## src/rtl/vpw_rx_pkg.sv

```systemverilog
package vpw_rx_pkg;

    // Duration windows in ticks (one tick = 1 us at normal speed)
    localparam int unsigned T_MIN       = 34;
    localparam int unsigned T_SHORT_END = 96;
    localparam int unsigned T_LONG_END  = 163;
    localparam int unsigned T_OVER      = 239;

    localparam logic [7:0] CRC_INIT = 8'hFF;
    localparam logic [7:0] CRC_POLY = 8'h1D;
    localparam logic [7:0] CRC_GOOD = 8'hC4;

    typedef enum logic [2:0] {
        SYM_NONE, SYM_BIT, SYM_SOF, SYM_EOD, SYM_EOF, SYM_BRK, SYM_BAD
    } sym_e;

    typedef enum logic [2:0] {
        EV_SOF = 3'd0, EV_EOD = 3'd1, EV_NB = 3'd2, EV_EOF = 3'd3, EV_BRK = 3'd4
    } ev_e;

    typedef enum logic [2:0] {
        FS_IDLE, FS_DATA, FS_GAP, FS_RESP, FS_TAIL
    } fstate_e;

    function automatic logic [7:0] crc_bit(input logic [7:0] c, input logic b);
        logic fb;
        fb = c[7] ^ b;
        return {c[6:0], 1'b0} ^ (fb ? CRC_POLY : 8'h00);
    endfunction

endpackage

```

## src/rtl/vpw_rx_tick.sv

```systemverilog
module vpw_rx_tick #(
    parameter int unsigned CLKS_PER_US = 16
) (
    input  logic clk,
    input  logic rst,
    input  logic fast_mode,
    output logic tick
);
    localparam int unsigned QUARTER = CLKS_PER_US / 4;
    localparam int unsigned DIV_W   = (CLKS_PER_US > 1) ? $clog2(CLKS_PER_US) : 1;
    localparam logic [DIV_W-1:0] LIM_N = DIV_W'(CLKS_PER_US - 1);
    localparam logic [DIV_W-1:0] LIM_F = DIV_W'(QUARTER - 1);

    typedef struct packed {
        logic [DIV_W-1:0] cnt;
        logic             tick;
    } tick_t;

    tick_t q, d;
    logic [DIV_W-1:0] limit;

    always_comb begin
        d     = q;
        limit = fast_mode ? LIM_F : LIM_N;
        if (q.cnt >= limit) begin
            d.cnt  = '0;
            d.tick = 1'b1;
        end else begin
            d.cnt  = q.cnt + 1'b1;
            d.tick = 1'b0;
        end
    end

    always_ff @(posedge clk) begin
        if (rst) q <= '0;
        else     q <= d;
    end

    assign tick = q.tick;
endmodule

```

## src/rtl/vpw_rx_filter.sv

```systemverilog
module vpw_rx_filter #(
    parameter int unsigned FILT_CLKS = 4
) (
    input  logic clk,
    input  logic rst,
    input  logic bus_raw,
    output logic level
);
    localparam int unsigned FW = $clog2(FILT_CLKS + 1);
    localparam logic [FW-1:0] HOLD_LAST = FW'(FILT_CLKS - 1);

    typedef struct packed {
        logic          s1;
        logic          s2;
        logic          lvl;
        logic [FW-1:0] cnt;
    } filt_t;

    filt_t q, d;

    always_comb begin
        d    = q;
        d.s1 = bus_raw;
        d.s2 = q.s1;
        if (q.s2 != q.lvl) begin
            if (q.cnt == HOLD_LAST) begin
                d.lvl = q.s2;
                d.cnt = '0;
            end else begin
                d.cnt = q.cnt + 1'b1;
            end
        end else begin
            d.cnt = '0;
        end
    end

    always_ff @(posedge clk) begin
        if (rst) q <= '0;
        else     q <= d;
    end

    assign level = q.lvl;
endmodule

```

## src/rtl/vpw_rx_classify.sv

```systemverilog
module vpw_rx_classify
    import vpw_rx_pkg::*;
(
    input  logic clk,
    input  logic rst,
    input  logic tick,
    input  logic level,
    output sym_e sym,
    output logic sym_bit,
    output logic sym_high,
    output logic sym_long
);
    localparam int unsigned CNT_W = $clog2(T_OVER + 1);
    localparam logic [CNT_W-1:0] C_MIN   = CNT_W'(T_MIN);
    localparam logic [CNT_W-1:0] C_SHORT = CNT_W'(T_SHORT_END);
    localparam logic [CNT_W-1:0] C_LONG  = CNT_W'(T_LONG_END);
    localparam logic [CNT_W-1:0] C_OVER  = CNT_W'(T_OVER);

    typedef struct packed {
        logic             lvl;
        logic [CNT_W-1:0] cnt;
        sym_e             sym;
        logic             bit_v;
        logic             high;
        logic             long_w;
    } cls_t;

    cls_t q, d;
    logic [CNT_W-1:0] cnt_inc;

    assign cnt_inc = q.cnt + 1'b1;

    always_comb begin
        d        = q;
        d.lvl    = level;
        d.sym    = SYM_NONE;
        d.bit_v  = 1'b0;
        d.high   = 1'b0;
        d.long_w = 1'b0;
        if (level != q.lvl) begin
            // a level just ended: sort it by its duration
            d.cnt  = '0;
            d.high = q.lvl;
            if (q.cnt < C_MIN) begin
                d.sym = SYM_BAD;
            end else if (q.cnt < C_SHORT) begin
                d.sym = SYM_BIT;
            end else if (q.cnt < C_LONG) begin
                d.sym    = SYM_BIT;
                d.long_w = 1'b1;
            end else if (q.cnt < C_OVER) begin
                // a low of this length was already reported on crossing
                d.sym = q.lvl ? SYM_SOF : SYM_NONE;
            end
            d.bit_v = d.long_w ^ ~q.lvl;
        end else if (tick && (q.cnt != C_OVER)) begin
            // a level still running: report thresholds as it crosses them
            d.cnt = cnt_inc;
            if (!q.lvl && (cnt_inc == C_LONG)) d.sym = SYM_EOD;
            if (cnt_inc == C_OVER)             d.sym = q.lvl ? SYM_BRK : SYM_EOF;
        end
    end

    always_ff @(posedge clk) begin
        if (rst) begin
            q     <= '0;
            q.sym <= SYM_NONE;
        end else begin
            q <= d;
        end
    end

    assign sym      = q.sym;
    assign sym_bit  = q.bit_v;
    assign sym_high = q.high;
    assign sym_long = q.long_w;
endmodule

```

## src/rtl/vpw_rx_frame.sv

```systemverilog
module vpw_rx_frame
    import vpw_rx_pkg::*;
#(
    parameter int unsigned MAX_BYTES = 12
) (
    input  logic       clk,
    input  logic       rst,
    input  sym_e       sym,
    input  logic       sym_bit,
    input  logic       sym_high,
    input  logic       sym_long,
    output logic       rx_valid,
    output logic [7:0] rx_data,
    output logic       rx_resp,
    output logic       ev_valid,
    output logic [2:0] ev_kind,
    output logic [2:0] ev_flags
);
    localparam int unsigned NB_W = $clog2(MAX_BYTES + 1);
    localparam logic [NB_W-1:0] NB_MAX = NB_W'(MAX_BYTES);

    typedef struct packed {
        fstate_e         st;
        logic [7:0]      sh;
        logic [2:0]      bits;
        logic [NB_W-1:0] nbytes;
        logic [7:0]      crc;
        logic            resp_crc;
        logic            err_frm;
        logic            err_len;
        logic            err_crc;
        logic            rx_v;
        logic [7:0]      rx_d;
        logic            rx_r;
        logic            ev_v;
        logic [2:0]      ev_k;
        logic [2:0]      ev_f;
    } frm_t;

    frm_t q, d;
    logic [7:0] sh_n;
    logic [7:0] crc_n;
    logic       last_bit;
    logic       crc_bad;

    assign sh_n     = {q.sh[6:0], sym_bit};
    assign crc_n    = crc_bit(q.crc, sym_bit);
    assign last_bit = (q.bits == 3'd7);
    assign crc_bad  = (q.crc != CRC_GOOD);

    always_comb begin
        d      = q;
        d.rx_v = 1'b0;
        d.ev_v = 1'b0;
        if (sym == SYM_BRK) begin
            d.ev_v = 1'b1;
            d.ev_k = EV_BRK;
            d.ev_f = 3'b000;
            d.st   = FS_IDLE;
        end else begin
            unique case (q.st)
                FS_IDLE: begin
                    if (sym == SYM_SOF) begin
                        d.ev_v     = 1'b1;
                        d.ev_k     = EV_SOF;
                        d.ev_f     = 3'b000;
                        d.st       = FS_DATA;
                        d.sh       = '0;
                        d.bits     = '0;
                        d.nbytes   = '0;
                        d.crc      = CRC_INIT;
                        d.resp_crc = 1'b0;
                        d.err_frm  = 1'b0;
                        d.err_len  = 1'b0;
                        d.err_crc  = 1'b0;
                    end
                end
                FS_DATA, FS_RESP: begin
                    unique case (sym)
                        SYM_NONE: ;
                        SYM_BIT: begin
                            d.sh   = sh_n;
                            d.crc  = crc_n;
                            d.bits = q.bits + 3'd1;
                            if (last_bit) begin
                                if (q.nbytes < NB_MAX) begin
                                    d.rx_v   = 1'b1;
                                    d.rx_d   = sh_n;
                                    d.rx_r   = (q.st == FS_RESP);
                                    d.nbytes = q.nbytes + 1'b1;
                                end else begin
                                    d.err_len = 1'b1;
                                end
                            end
                        end
                        SYM_EOD: begin
                            if (q.st == FS_DATA) begin
                                d.err_frm = q.err_frm | (q.bits != 3'd0) | (q.nbytes == '0);
                                d.err_crc = crc_bad;
                                d.ev_v    = 1'b1;
                                d.ev_k    = EV_EOD;
                                d.ev_f    = {d.err_frm, q.err_len, crc_bad};
                                d.st      = d.err_frm ? FS_TAIL : FS_GAP;
                            end else begin
                                d.err_frm = q.err_frm | (q.bits != 3'd0);
                                d.err_crc = q.err_crc | (q.resp_crc & crc_bad);
                                d.st      = FS_TAIL;
                            end
                        end
                        SYM_EOF: begin
                            d.ev_v = 1'b1;
                            d.ev_k = EV_EOF;
                            d.ev_f = {1'b1, q.err_len, q.err_crc};
                            d.st   = FS_IDLE;
                        end
                        default: begin
                            d.err_frm = 1'b1;
                            d.st      = FS_TAIL;
                        end
                    endcase
                end
                FS_GAP: begin
                    if (sym == SYM_BIT && sym_high) begin
                        d.ev_v     = 1'b1;
                        d.ev_k     = EV_NB;
                        d.ev_f     = {2'b00, sym_long};
                        d.resp_crc = sym_long;
                        d.crc      = CRC_INIT;
                        d.bits     = '0;
                        d.st       = FS_RESP;
                    end else if (sym == SYM_EOF) begin
                        d.ev_v = 1'b1;
                        d.ev_k = EV_EOF;
                        d.ev_f = {q.err_frm, q.err_len, q.err_crc};
                        d.st   = FS_IDLE;
                    end else if (sym != SYM_NONE) begin
                        d.err_frm = 1'b1;
                        d.st      = FS_TAIL;
                    end
                end
                FS_TAIL: begin
                    if (sym == SYM_EOF) begin
                        d.ev_v = 1'b1;
                        d.ev_k = EV_EOF;
                        d.ev_f = {q.err_frm, q.err_len, q.err_crc};
                        d.st   = FS_IDLE;
                    end else if (sym != SYM_NONE) begin
                        d.err_frm = 1'b1;
                    end
                end
                default: d.st = FS_IDLE;
            endcase
        end
    end

    always_ff @(posedge clk) begin
        if (rst) begin
            q    <= '0;
            q.st <= FS_IDLE;
        end else begin
            q <= d;
        end
    end

    assign rx_valid = q.rx_v;
    assign rx_data  = q.rx_d;
    assign rx_resp  = q.rx_r;
    assign ev_valid = q.ev_v;
    assign ev_kind  = q.ev_k;
    assign ev_flags = q.ev_f;
endmodule

```

## src/rtl/vpw_frame_rx.sv

```systemverilog
module vpw_frame_rx
    import vpw_rx_pkg::*;
#(
    parameter int unsigned CLKS_PER_US = 16,
    parameter int unsigned FILT_CLKS   = 4,
    parameter int unsigned MAX_BYTES   = 12
) (
    input  logic       clk,
    input  logic       rst,
    input  logic       fast_mode,
    input  logic       bus_in,
    output logic       rx_valid,
    output logic [7:0] rx_data,
    output logic       rx_resp,
    output logic       ev_valid,
    output logic [2:0] ev_kind,
    output logic [2:0] ev_flags
);
    logic tick;
    logic level;
    sym_e sym;
    logic sym_bit;
    logic sym_high;
    logic sym_long;

    vpw_rx_tick #(.CLKS_PER_US(CLKS_PER_US)) tick_i (
        .clk(clk), .rst(rst), .fast_mode(fast_mode), .tick(tick)
    );

    vpw_rx_filter #(.FILT_CLKS(FILT_CLKS)) filt_i (
        .clk(clk), .rst(rst), .bus_raw(bus_in), .level(level)
    );

    vpw_rx_classify cls_i (
        .clk(clk), .rst(rst), .tick(tick), .level(level),
        .sym(sym), .sym_bit(sym_bit), .sym_high(sym_high), .sym_long(sym_long)
    );

    vpw_rx_frame #(.MAX_BYTES(MAX_BYTES)) frm_i (
        .clk(clk), .rst(rst),
        .sym(sym), .sym_bit(sym_bit), .sym_high(sym_high), .sym_long(sym_long),
        .rx_valid(rx_valid), .rx_data(rx_data), .rx_resp(rx_resp),
        .ev_valid(ev_valid), .ev_kind(ev_kind), .ev_flags(ev_flags)
    );
endmodule

```

## config.mk

```make
export PLATFORM = sky130hd
export DESIGN_NAME = vpw_frame_rx
export DESIGN_NICKNAME = d
export VERILOG_FILES = /design/src/rtl/vpw_rx_pkg.sv /design/src/rtl/vpw_rx_tick.sv /design/src/rtl/vpw_rx_filter.sv /design/src/rtl/vpw_rx_classify.sv /design/src/rtl/vpw_rx_frame.sv /design/src/rtl/vpw_frame_rx.sv
export SDC_FILE = /design/constraint.sdc
export NUM_CORES = 1
export LEC_CHECK = 0
export ABC_AREA = 1
export BUFFER_PORTS_ARGS = -buffer_cell sky130_fd_sc_hd__buf_4
export CAP_MARGIN = 40
export CORE_UTILIZATION = 40
export CTS_BUF_LIST = sky130_fd_sc_hd__clkbuf_16
export DETAILED_ROUTE_END_ITERATION = 8
export SYNTH_ARGS = -nofsm -noshare
export SYNTH_HDL_FRONTEND = slang
export SYNTH_SLANG_ARGS = --single-unit
```

## constraint.sdc

```tcl
create_clock -name clk -period 1.5 [get_ports clk]
set_input_delay 0.3 -clock clk [delete_from_list [all_inputs] [get_ports clk]]
set_output_delay 0.3 -clock clk [all_outputs]
set_load 0.01 [all_outputs]
```

==> flow_summary.json <==
{
  "p_clk_share_pct": 38.8,
  "netlist_area_sq_um": 3578,
  "wl_per_cell_um": 12.73,
  "worst-setup-path-type": "register to register",
  "die_h_um": 96.59,
  "cts_made_buffers": 9,
  "io_pins": 21,
  "status": "finished, final reports clean",
  "grt_pass1_wl_um": 13440,
  "regToRegEndpoint": "cls_i.sym[0]$_SDFF_PP0_",
  "ys_seq_area_share_pct": 40.28,
  "first_pass_iters": 4,
  "leakage_nw": 1.911,
  "final_area_sq_um": 4488,
  "vias_per_cell": 4.881,
  "numPlacedInstances": 627,
  "slew_viol_final": 0,
  "clk_pin_slew_ps": 50,
  "worstSetupStartpoint": "cls_i.q[6]$_SDFFE_PP0P_",
  "die_w_um": 96.59,
  "fin_util_pct": 51.72,
  "gp_congestion": 0.9235,
  "syn_inst": 481,
  "fillCellCount": 852,
  "grt_antenna_before_repair": 0,
  "rsz0062_at_grt": "yes",
  "slowest_stage": "dfxtp_4",
  "power_density_nw_per_um2": 1055,
  "p_int_w": 0.003438,
  "timing.fmax_mhz": 682.6,
  "worst_pin_slew_ps": 472.9,
  "final_nets": 553,
  "fin_crit_sh_pct": 97.67,
  "r2r_cells": 10,
  "grt_max_degree": 24,
  "place_ws_ps": -49.55,
  "crit_chain": "ha_4 -> buf_6 -> xnor2_1 -> nor2_1 -> nand3_1 -> nor2_2 -> nand3_1 -> nand2_1 -> nand2_1 -> nand2_1",
  "ys_seq_elements": 72,
  "combPwrFrac_pct": 16.9,
  "crit_fanout": 5,
  "slew-limit-headroom_pct": 68.25,
  "track_usage_pct": 18.82,
  "grt_pass1_vias": 3049,
  "routed_wl_um": 8265,
  "initial_utilization_pct": 41.23,
  "syn-num-nets": 497,
  "port_buffers": 20,
  "crit_path_end_kind": "register",
  "vdd.ir_drop.worst_mv": 0.6048,
  "grtUsageMet3_pct": 4.460,
  "synth_area_per_cell_sq_um": 7.440,
  "root_buffer": "clkbuf_16",
  "drive_above_1_share_pct": 28.47,
  "seq_power_share_pct": 44.3,
  "drc": 0,
  "cts.path.max_buffers": 2,
  "place_area_sq_um": 4013,
  "core_area_sq_um": 8678,
  "sw_frac_of_total_pct": 27.41,
  "clk_latency_ps": 330,
  "cts_hold_buf": 0,
  "cts_tree": "built",
  "via_count": 3168,
  "finClkSkew_ps": 5.208,
  "top_usage_layer": "met2",
  "detail-route-antenna-nets": 0,
  "final_cell_mix": "nand2_1 (65), buf_4 (65), dfxtp_1 (61)",
  "grt.overflow.total": 0,
  "post-dp-hpwl_um": 6079,
  "required_ps": 1760,
  "finalNonFillerCells": 649,
  "drtIter0Drc": 107,
  "die-area_sq_um": 9329,
  "grt_use_met1_pct": 21.32,
  "worstPathArrival_ps": 1730,
  "startpoint_type": "register",
  "p_switching_w": 0.001298,
  "cts.sinks": 72,
  "ys_types": 41,
  "hold_viol_final": 0,
  "cap_viol_max_count": 0,
  "num_antenna_cells": 0,
  "crit_top_cell": "nand2_1",
  "setup_viol": 0,
  "num_rows": 34,
  "grt_use_met2_pct": 33.92,
  "period_needed_ps": 1465,
  "htreeDepth": 3,
  "fin_ws_ps": 35.01,
  "critPathCapture": "cls_i.sym[0]$_SDFF_PP0_",
  "rrSetupSlack_ps": 40,
  "rr_startpoint": "cls_i.q[6]$_SDFFE_PP0P_",
  "hp-class": "input port to register",
  "synth_warnings": 0,
  "area_growth_pct": 25.42,
  "slowest_delay_ps": 360
}
-- synth_stat cells, drive strengths merged --
cell	instances	area, sq um
nand2	78	322.8
dfxtp	72	1441
xnor2	3	26.28
nand4	4	40.04
nand3b	2	15.01
a211oi	6	45.04
nor3b	1	7.510
nor4	1	21.27
xor2	8	70.07
a21oi	40	215.2
nand3	29	150.1
ha	12	150.1
buf	20	146.4
nor2	68	282.8
a21o	1	7.510
o31ai	1	7.510
a22oi	2	15.01
o21ai	45	229.0
o21bai	2	15.01
o21a	1	7.510
nor3	7	35.03
clkbuf	2	7.510
a31oi	6	43.79
o211ai	3	22.52
inv	67	254.0
-- worst max-delay path, delay by kind of cell, from the launching register on --
| family | cells | cell delay [ps] |
|---|---|---|
| xor gates and xnor gates | 1 | 110 |
| adders and majority gates | 1 | 170 |
| buffers and inverters | 1 | 130 |
| DFF | 1 | 360 |
| and+or+nand+nor | 7 | 640 |
-- cell families (layout without fill, tap and decap cells) --
kind of cell	count (synthesis)	after routing	synth area share (%)
XOR/XNOR	11	11	2.693
AO/OA/AOI/OAI	107	107	16.99
adder cells (fa/ha/maj)	12	12	4.196
flip-flops	72	72	40.28
AND/OR/NAND/NOR	190	190	24.44
buffers and inverters	89	149	11.40
-- worst min path at each step --
stage | startpoint | cells past startpoint | endpoint | slack (ps)
after CTS | bus_in | 3 | filt_i.d[4]$_SDFF_PP0_ | 170
after floorplan | filt_i.d[4]$_SDFF_PP0_ | 2 | filt_i.q[4]$_SDFF_PP0_ | 390
after detailed placement | filt_i.d[4]$_SDFF_PP0_ | 2 | filt_i.q[4]$_SDFF_PP0_ | 410
after global placement | filt_i.d[4]$_SDFF_PP0_ | 2 | filt_i.q[4]$_SDFF_PP0_ | 400
final | bus_in | 3 | filt_i.d[4]$_SDFF_PP0_ | 170
after global routing | bus_in | 3 | filt_i.d[4]$_SDFF_PP0_ | 200
-- cell type report --
type,instances,area (sq um),area share (%)
Sequential cell,72,1463,32.59
Clock buffer,9,225.2,5.018
Clock inverter,6,28.78,0.6412
Tap cell,108,135.1,3.011
Inverter,67,264.0,5.882
Multi-Input combinational cell,320,1862,41.48
Timing Repair Buffer,67,510.5,11.37
-- flip-flops by register name, summed over array words and instances (netlist names), 3 cells and up --
register / count
frm_i.ev_kind: 3
frm_i.q: 29
filt_i.q: 4
cls_i.sym: 3
tick_i.q: 4
cls_i.q: 9
frm_i.ev_flags: 3
frm_i.rx_data: 8
-- layer usage --
| metal | wire length, um | vias to the layer above |
|---|---|---|
| met2 | 4094 | 41 |
| met3 | 192 | 18 |
| li1 | - | 1679 |
| met4 | 187 | 0 |
| met1 | 3791 | 1430 |
| met5 | 0 | - |
-- stage by stage --
step,total power (W),setup TNS [ps],hold WS (ps)
CTS,0.004723,0,165.6
detailed placement,0.002867,-56.02,407.5
global route,0.004955,-345.6,199.9
finish,0.004736,0,172.9
floorplan,0.002624,0,388.3
global placement,0.002858,-51.43,395.3
-- power groups by stage --
stage                     clock, W  combinational (W)  sequential [W]
final                      0.00184           0.000798         0.00210
after global routing       0.00196           0.000881         0.00211
after CTS                  0.00189           0.000737         0.00210
after detailed placement         0           0.000727         0.00214
after global placement           0           0.000722         0.00214
after floorplan                  0           0.000499         0.00213
-- what timing repair did --
action,CTS,global route
pin swaps,0,20
endpoints found under the hold margin,0,0
resized for setup,5,57
setup endpoints to repair,8,52
buffers inserted,0,7
(Power assumes the default switching activity.)
